==> config.mk <==
export PLATFORM = sky130hd
export DESIGN_NAME = rx_comma_deser
export DESIGN_NICKNAME = d
export VERILOG_FILES = /design/src/rtl/rxd_pkg.sv /design/src/rtl/rx_src_sel.sv /design/src/rtl/rx_comma_scan.sv /design/src/rtl/rx_word_asm.sv /design/src/rtl/rx_comma_deser.sv
export SDC_FILE = /design/constraint.sdc
export NUM_CORES = 1
export LEC_CHECK = 0
export ABC_AREA = 1
export BUFFER_PORTS_ARGS = -buffer_cell sky130_fd_sc_hd__clkbuf_2
export CORE_MARGIN = 2
export CORE_UTILIZATION = 40
export DETAILED_ROUTE_END_ITERATION = 6
export GPL_ROUTABILITY_DRIVEN = 0
export HOLD_SLACK_MARGIN = 0.08
export REMOVE_ABC_BUFFERS = 1
export SYNTH_ARGS = -nofsm -noshare
export SYNTH_HDL_FRONTEND = slang
export SYNTH_HIERARCHICAL = 1
export SYNTH_SLANG_ARGS = --single-unit
==> constraint.sdc <==
create_clock -name clk -period 1.7 [get_ports clk]
set_clock_uncertainty 0.05 [all_clocks]
set_input_delay 0 -clock clk [delete_from_list [all_inputs] [get_ports clk]]
set_output_delay 0 -clock clk [all_outputs]
set_load 0.05 [all_outputs]
==> src/rtl/rxd_pkg.sv <==
package rxd_pkg;
  localparam int unsigned WORD_W  = 20;
  localparam int unsigned COMMA_W = 7;
  // bit 0 is the earliest bit: arrival 0,0,1,1,1,1,1
  localparam logic [COMMA_W-1:0] COMMA_PAT = 7'b1111100;

  function automatic logic comma_match(input logic [COMMA_W-1:0] win);
    return win == COMMA_PAT;
  endfunction

  // bit position following the current one; a restart lands just past the comma
  function automatic int unsigned next_pos(input int unsigned pos,
                                           input logic restart,
                                           input int unsigned wlen,
                                           input int unsigned clen);
    if (restart)           return clen;
    else if (pos == wlen-1) return 0;
    else                    return pos + 1;
  endfunction
endpackage

==> src/rtl/rx_src_sel.sv <==
module rx_src_sel (
  input  logic line_bit,
  input  logic line_vld,
  input  logic wrap_bit,
  input  logic wrap_vld,
  input  logic wrap_en,
  output logic sel_bit,
  output logic sel_vld
);
  always_comb begin
    if (wrap_en) begin
      sel_bit = wrap_bit;
      sel_vld = wrap_vld;
    end else begin
      sel_bit = line_bit;
      sel_vld = line_vld;
    end
  end
endmodule

==> src/rtl/rx_comma_scan.sv <==
module rx_comma_scan #(
  parameter int unsigned CW = rxd_pkg::COMMA_W
) (
  input  logic clk,
  input  logic rst_n,
  input  logic bit_in,
  input  logic bit_vld,
  output logic hit
);
  logic [CW-1:0] hist;
  logic [CW-1:0] hist_nx;

  // newest bit enters at the top, oldest sits at bit 0
  assign hist_nx = {bit_in, hist[CW-1:1]};
  assign hit     = bit_vld && rxd_pkg::comma_match(hist_nx);

  // reset to ones so no comma can be formed from pre-reset filler
  always_ff @(posedge clk or negedge rst_n) begin
    if (!rst_n)       hist <= '1;
    else if (bit_vld) hist <= hist_nx;
  end
endmodule

==> src/rtl/rx_word_asm.sv <==
module rx_word_asm #(
  parameter int unsigned WW = rxd_pkg::WORD_W,
  parameter int unsigned CW = rxd_pkg::COMMA_W,
  localparam int unsigned PW = $clog2(WW)
) (
  input  logic          clk,
  input  logic          rst_n,
  input  logic          bit_in,
  input  logic          bit_vld,
  input  logic          restart,
  input  logic          comma_en,
  output logic [WW-1:0] word_out,
  output logic          word_stb,
  output logic          comma_flag,
  output logic          word_done
);
  logic [WW-1:0] sr;
  logic [WW-1:0] sr_nx;
  logic [PW-1:0] pos;

  assign sr_nx     = {bit_in, sr[WW-1:1]};
  assign word_done = bit_vld && !restart && (pos == PW'(WW-1));

  always_ff @(posedge clk or negedge rst_n) begin
    if (!rst_n) begin
      sr  <= '0;
      pos <= '0;
    end else if (bit_vld) begin
      sr  <= sr_nx;
      pos <= PW'(rxd_pkg::next_pos(int'(pos), restart, WW, CW));
    end
  end

  always_ff @(posedge clk or negedge rst_n) begin
    if (!rst_n) begin
      word_out   <= '0;
      word_stb   <= 1'b0;
      comma_flag <= 1'b0;
    end else begin
      word_stb <= word_done;
      if (word_done) begin
        word_out   <= sr_nx;
        comma_flag <= comma_en && rxd_pkg::comma_match(sr_nx[CW-1:0]);
      end else begin
        comma_flag <= 1'b0;
      end
    end
  end
endmodule

==> src/rtl/rx_comma_deser.sv <==
module rx_comma_deser #(
  parameter int unsigned WORD_W  = rxd_pkg::WORD_W,
  parameter int unsigned COMMA_W = rxd_pkg::COMMA_W
) (
  input  logic              clk,
  input  logic              rst_n,
  input  logic              line_bit,
  input  logic              line_vld,
  input  logic              wrap_bit,
  input  logic              wrap_vld,
  input  logic              wrap_en,
  input  logic              comma_en,
  output logic [WORD_W-1:0] word_out,
  output logic              word_stb,
  output logic              comma_flag
);
  logic sel_bit;
  logic sel_vld;
  logic comma_hit;
  logic restart;
  logic word_done;

  rx_src_sel u_src (
    .line_bit (line_bit),
    .line_vld (line_vld),
    .wrap_bit (wrap_bit),
    .wrap_vld (wrap_vld),
    .wrap_en  (wrap_en),
    .sel_bit  (sel_bit),
    .sel_vld  (sel_vld)
  );

  rx_comma_scan #(.CW(COMMA_W)) u_scan (
    .clk     (clk),
    .rst_n   (rst_n),
    .bit_in  (sel_bit),
    .bit_vld (sel_vld),
    .hit     (comma_hit)
  );

  assign restart = comma_hit && comma_en;

  rx_word_asm #(.WW(WORD_W), .CW(COMMA_W)) u_asm (
    .clk        (clk),
    .rst_n      (rst_n),
    .bit_in     (sel_bit),
    .bit_vld    (sel_vld),
    .restart    (restart),
    .comma_en   (comma_en),
    .word_out   (word_out),
    .word_stb   (word_stb),
    .comma_flag (comma_flag),
    .word_done  (word_done)
  );
endmodule

Word level (Yosys, flattened, before mapping):

Index checks and enable logic that the tools add are counted.

* bits in writable memories: 0
* latch bits: 0
* memories kept: 0
* register bits after elaboration: 54
* output and inout bits: 22
* memory bits (read-only): 0
* logic and storage cells: 21

* reductions and logical operators: 6
* $lt $le $gt $ge: 0
* multiply operators: 0
* equality and inequality tests: 3
* shifts and indexed selects: 0
* div/mod/pow operators: 0
* add/subtract/negate cells: 1
* muxes and demuxes: 5
* bitwise gates (word level): 0

Operators by type and width (number)
* 7-bit == test (second input constant): 2
* 5-bit 2-to-1 mux: 2
* 5-bit by 1-bit adder with 5-bit output (second input constant): 1
* 5-bit == test (second input constant): 1
* 1-bit logical AND: 5
* 1-bit 2-to-1 mux: 3
* 1-bit zero test: 1

Logic depth before layout (Yosys ltp):

* depth after elaboration: 8
* gate-level depth with buffers: 15

Hierarchy:

The synthesis kept the hierarchy.

Modules (own cells, without submodules)
* rx_word_asm: instances 1, seq. area each 1151.1 um2, cells an instance 192, area an instance 1811.7 um2
* rx_comma_scan: instances 1, seq. area each 157.7 um2, cells an instance 31, area an instance 259.0 um2
* rx_src_sel: instances 1, seq. area each 0.0 um2, cells an instance 7, area an instance 26.3 um2
* rx_comma_deser: instances 1, seq. area each 0.0 um2, cells an instance 2, area an instance 7.5 um2

Worst setup path after synthesis:

No wires, ideal clock.

* path kind: register to register
* from: register u_scan.hist[2]
* to: register u_asm.word_out[10]
* setup slack: 0.172 ns
* library setup time: 0.127 ns
* stages on the path, launching flop included: 12
* required time: 1.523 ns
* data arrival time: 1.351 ns
* path through: dfstp_2 nor2_2 nand2_1 nor2_1 nand2_1 inv_1 nor2_4 nand3_1 buf_4 buf_6 nand2_1 o21ai_1

* word-level cells in the longest chain between the ends: 6

Ends and longest elaborated chain
* start, declared: RTL line rx_comma_scan.sv:10 `logic [CW-1:0] hist;`
* start signal, assigned: RTL line rx_comma_scan.sv:20 `else if (bit_vld) hist <= hist_nx;`
* 7-bit == test: RTL line rxd_pkg.sv:8 `return win == COMMA_PAT;`
* 1-bit logical AND: RTL line rx_comma_scan.sv:15 `assign hit = bit_vld && rxd_pkg::comma_match(hist_nx);`
* via comma_hit: RTL line rx_comma_deser.sv:19 `logic comma_hit;`
* 1-bit logical AND: RTL line rx_comma_deser.sv:41 `assign restart = comma_hit && comma_en;`
* via restart: RTL line rx_comma_deser.sv:20 `logic restart;`
* 1-bit zero test: RTL line rx_word_asm.sv:22 `assign word_done = bit_vld && !restart && (pos == PW'(WW-1));`
* 1-bit logical AND (2 in series): RTL line rx_word_asm.sv:22
* end signal, assigned: RTL line rx_word_asm.sv:42 `word_out <= sr_nx;`
* end, declared: RTL line rx_word_asm.sv:12 `output logic [WW-1:0] word_out,`

The timed path passes the listed nets, and every way through them passes these cells.
A chain may end at the register's enable or synchronous reset.

Final worst setup path:

* from: register u_scan.hist[2]
* to: register u_asm.word_out[16]

Same word-level chain as after synthesis.

==> flow_metrics.env <==
export IMPL_required_ns=1.86
export IMPL_status="finished clean"
export IMPL_drive_gt1_share_pct=21.1
export IMPL_die_y_microns=76.5
export IMPL_critical_path_cell_chain="nor2_2, nand2_1, nor2_1, nand2_1, inv_2, nor2_4, nand3_4, clkbuf_16, o21ai_1"
export IMPL_finalHoldViolCount=0
export IMPL_path_buf_inv=2
export IMPL_clock_sinks=52
export IMPL_totalPowerFinal_mw=3.81
export IMPL_dp_hpwl_mm=2.53
export IMPL_grt_max_degree=40
export IMPL_gr_total_overflow=0
export IMPL_n_antenna_cell=0
export IMPL_setup_slack_ns=0.147
export IMPL_grt_usage_pct=13.9
export IMPL_fin_cells=345
export IMPL_multiInputGateArea_sq_um=653
export IMPL_io_pins=30
export IMPL_grt_pass1_wl_mm=6.60
export IMPL_seqCellArea_sq_um=1310
export IMPL_clock_fmax_mhz=644
export IMPL_cts_tree="built"
export IMPL_syn_to_final_growth_pct=23.1
export IMPL_viasPerCell=4.54
export IMPL_slowest_delay_ns=0.54
export IMPL_totalWireLength_mm=3.98
export IMPL_dieWidth_microns=76.5
export IMPL_die_area_sq_um=5860
export IMPL_final_setup_viol_count=0
export IMPL_p_per_area_nw_per_um2=1470
export IMPL_maxSlewHeadroom_pct=57.1
export IMPL_tightest_slew_ns=0.643
export IMPL_rows=26
export IMPL_period_needed_ns=1.55
export IMPL_critPathKind="reg -> reg"
export IMPL_first_iter_violations=80
export IMPL_numCtsBuffers=5
export IMPL_antenna_found_initial=0
export IMPL_drv_slew=0
export IMPL_synthDistinctLibCells=22
export IMPL_ctsLongestPathBuffers=2
export IMPL_crit_path_end_kind="register"
export IMPL_mostFrequentLayoutCells="nand2_1, dfrtp_1, clkbuf_2, o21ai_0, inv_1"
export IMPL_n_fill_cell=498
export IMPL_yosysWarnings=6
export IMPL_seq_area_frac_synth_pct=62.2
export IMPL_root_buffer="clkbuf_8"
export IMPL_grt_pass1_vias=1486
export IMPL_place_ws_ns=0.146
export IMPL_first_pass_iters=4
export IMPL_crit_top_cell="nand2_1"
export IMPL_drc_errors=0
export IMPL_h_tree_depth=2
export IMPL_critical_path_top_delay_family="flip-flops"
export IMPL_ant_nets=0
export IMPL_vias=1565
export IMPL_coreArea_sq_um=5110
export IMPL_netlist_area_sq_um=2100
export IMPL_synth_seq_cells=52
export IMPL_synth_cells=232
export IMPL_clk_pin_slew_worst_paths_ns=0.09
export IMPL_cpMaxStageDelayCell="dfstp_2"
export IMPL_critPathArrivalTime_ns=1.71
export IMPL_start_kind="register"
export IMPL_place_inst=327
export IMPL_utilization_pct=50.7
export IMPL_routedWlPerCell_microns=11.5
export IMPL_p_leak_nw=1.28
export IMPL_final_common_cell="nand2_1"
export IMPL_setup_tns_ns=0
export IMPL_max_vdd_ir_drop_uv=997
export IMPL_path_max_fanout=19
export IMPL_fin_nets=283
export IMPL_worstSkewPairLatency_ns=0.29
export IMPL_hold_path_class="in -> reg"
export IMPL_rsz0062_at_grt="no"
export IMPL_start_util_pct=41.2
export IMPL_synth_area_per_cell_sq_um=9.07
export IMPL_post_route_period_util_pct=91.3
export IMPL_cap_violations=0
export IMPL_port_buffers=29
==> worst paths after layout <==
path | from | to | slack, ns | cells past startpoint
max in group asynchronous | rst_n | u_asm/word_out[6]$_DFFE_PN0P_ | 0.83 | 3
min reg2reg | u_asm/sr[15]$_DFFE_PN0P_ | u_asm/sr[14]$_DFFE_PN0P_ | 0.44 | 2
min | wrap_en | u_scan/hist[1]$_DFFE_PN1P_ | 0.1 | 6
min in group asynchronous | rst_n | u_asm/sr[16]$_DFFE_PN0P_ | 0.21 | 2
max | u_scan/hist[2]$_DFFE_PN1P_ | u_asm/word_out[16]$_DFFE_PN0P_ | 0.15 | 9
max reg2reg | u_scan/hist[2]$_DFFE_PN1P_ | u_asm/word_out[16]$_DFFE_PN0P_ | 0.15 | 9
==> cell type report <==
cell class / instances / share of cell area [%]
Sequential cell: 52 / 50.5
Multi-Input combinational cell: 142 / 25.2
Timing Repair Buffer: 43 / 12.8
Inverter: 30 / 4.35
Tap cell: 70 / 3.38
Clock buffer: 6 / 3.19
Clock inverter: 2 / 0.580
==> kinds of logic after synthesis <==
kind of cell               Yosys count  synth area share [%]
and+or+nand+nor                     95                  18.1
DFF                                 52                  62.2
AOI/OAI and AO/OA                   45                  11.3
buffers and inverters               38                  7.37
xor gates and xnor gates             1                 0.416
adders and majority gates            1                 0.594
==> stage by stage <==
| step | instance area, sq um | hold WS [ns] |
|---|---|---|
| after floorplan | 2060 | -0.346 |
| after global placement | 2350 | 0.00772 |
| after detailed placement | 2350 | 0.00542 |
| after CTS | 2530 | 0.0867 |
| after global routing | 2590 | 0.152 |
| final | 2590 | 0.0957 |
==> sequential cells by signal (all words and copies together) (netlist names) <==
register / cells
u_asm/sr: 19
u_scan/hist: 6
u_asm/comma_flag: 1
u_asm/word_stb: 1
u_asm/pos: 5
u_asm/word_out: 20
==> timing repair <==
item                       in CTS  in global routing
setup endpoints to repair       0                 21
buffers inserted                0                  0
hold endpoints to repair       31                  0
hold buffers                    8                  0
gates resized for setup         0                  6
==> power by group <==
| group | total (mW) | leakage [nW] | internal, mW | switching, mW |
|---|---|---|---|---|
| registers | 1.80 | 0.667 | 1.58 | 0.225 |
| clock network | 0.723 | 0.0434 | 0.330 | 0.393 |
| logic | 1.28 | 0.572 | 0.357 | 0.926 |
| total | 3.81 | 1.28 | 2.27 | 1.54 |
==> cell usage after synthesis (all sizes together) <==
cell	n	area [sq um]
o22a	1	8.76
or2	1	6.26
dfrtp	46	1150
clkbuf	5	18.8
nand3	4	20.0
o21bai	2	15.0
inv	30	113
dfstp	6	158
buf	3	23.8
nand4	2	12.5
xor2	1	8.76
ha	1	12.5
o21ai	42	214
nand2	72	270
nor2	16	72.6
==> tightest hold or removal path, cell delays in order <==
cell and delay (ns):
clkbuf_2 0.10, nand2_1 0.05, nand2_1 0.08, inv_2 0.06
nor2_2 0.10, nor2_1 0.05
==> routing by layer <==
metal	GRT usage, %	share of wire (%)
met1	18.8	50
met2	22.0	45
met3	2.61	2.9
met4	5.45	1.3
met5	0	0
(Power assumes the default switching activity.)
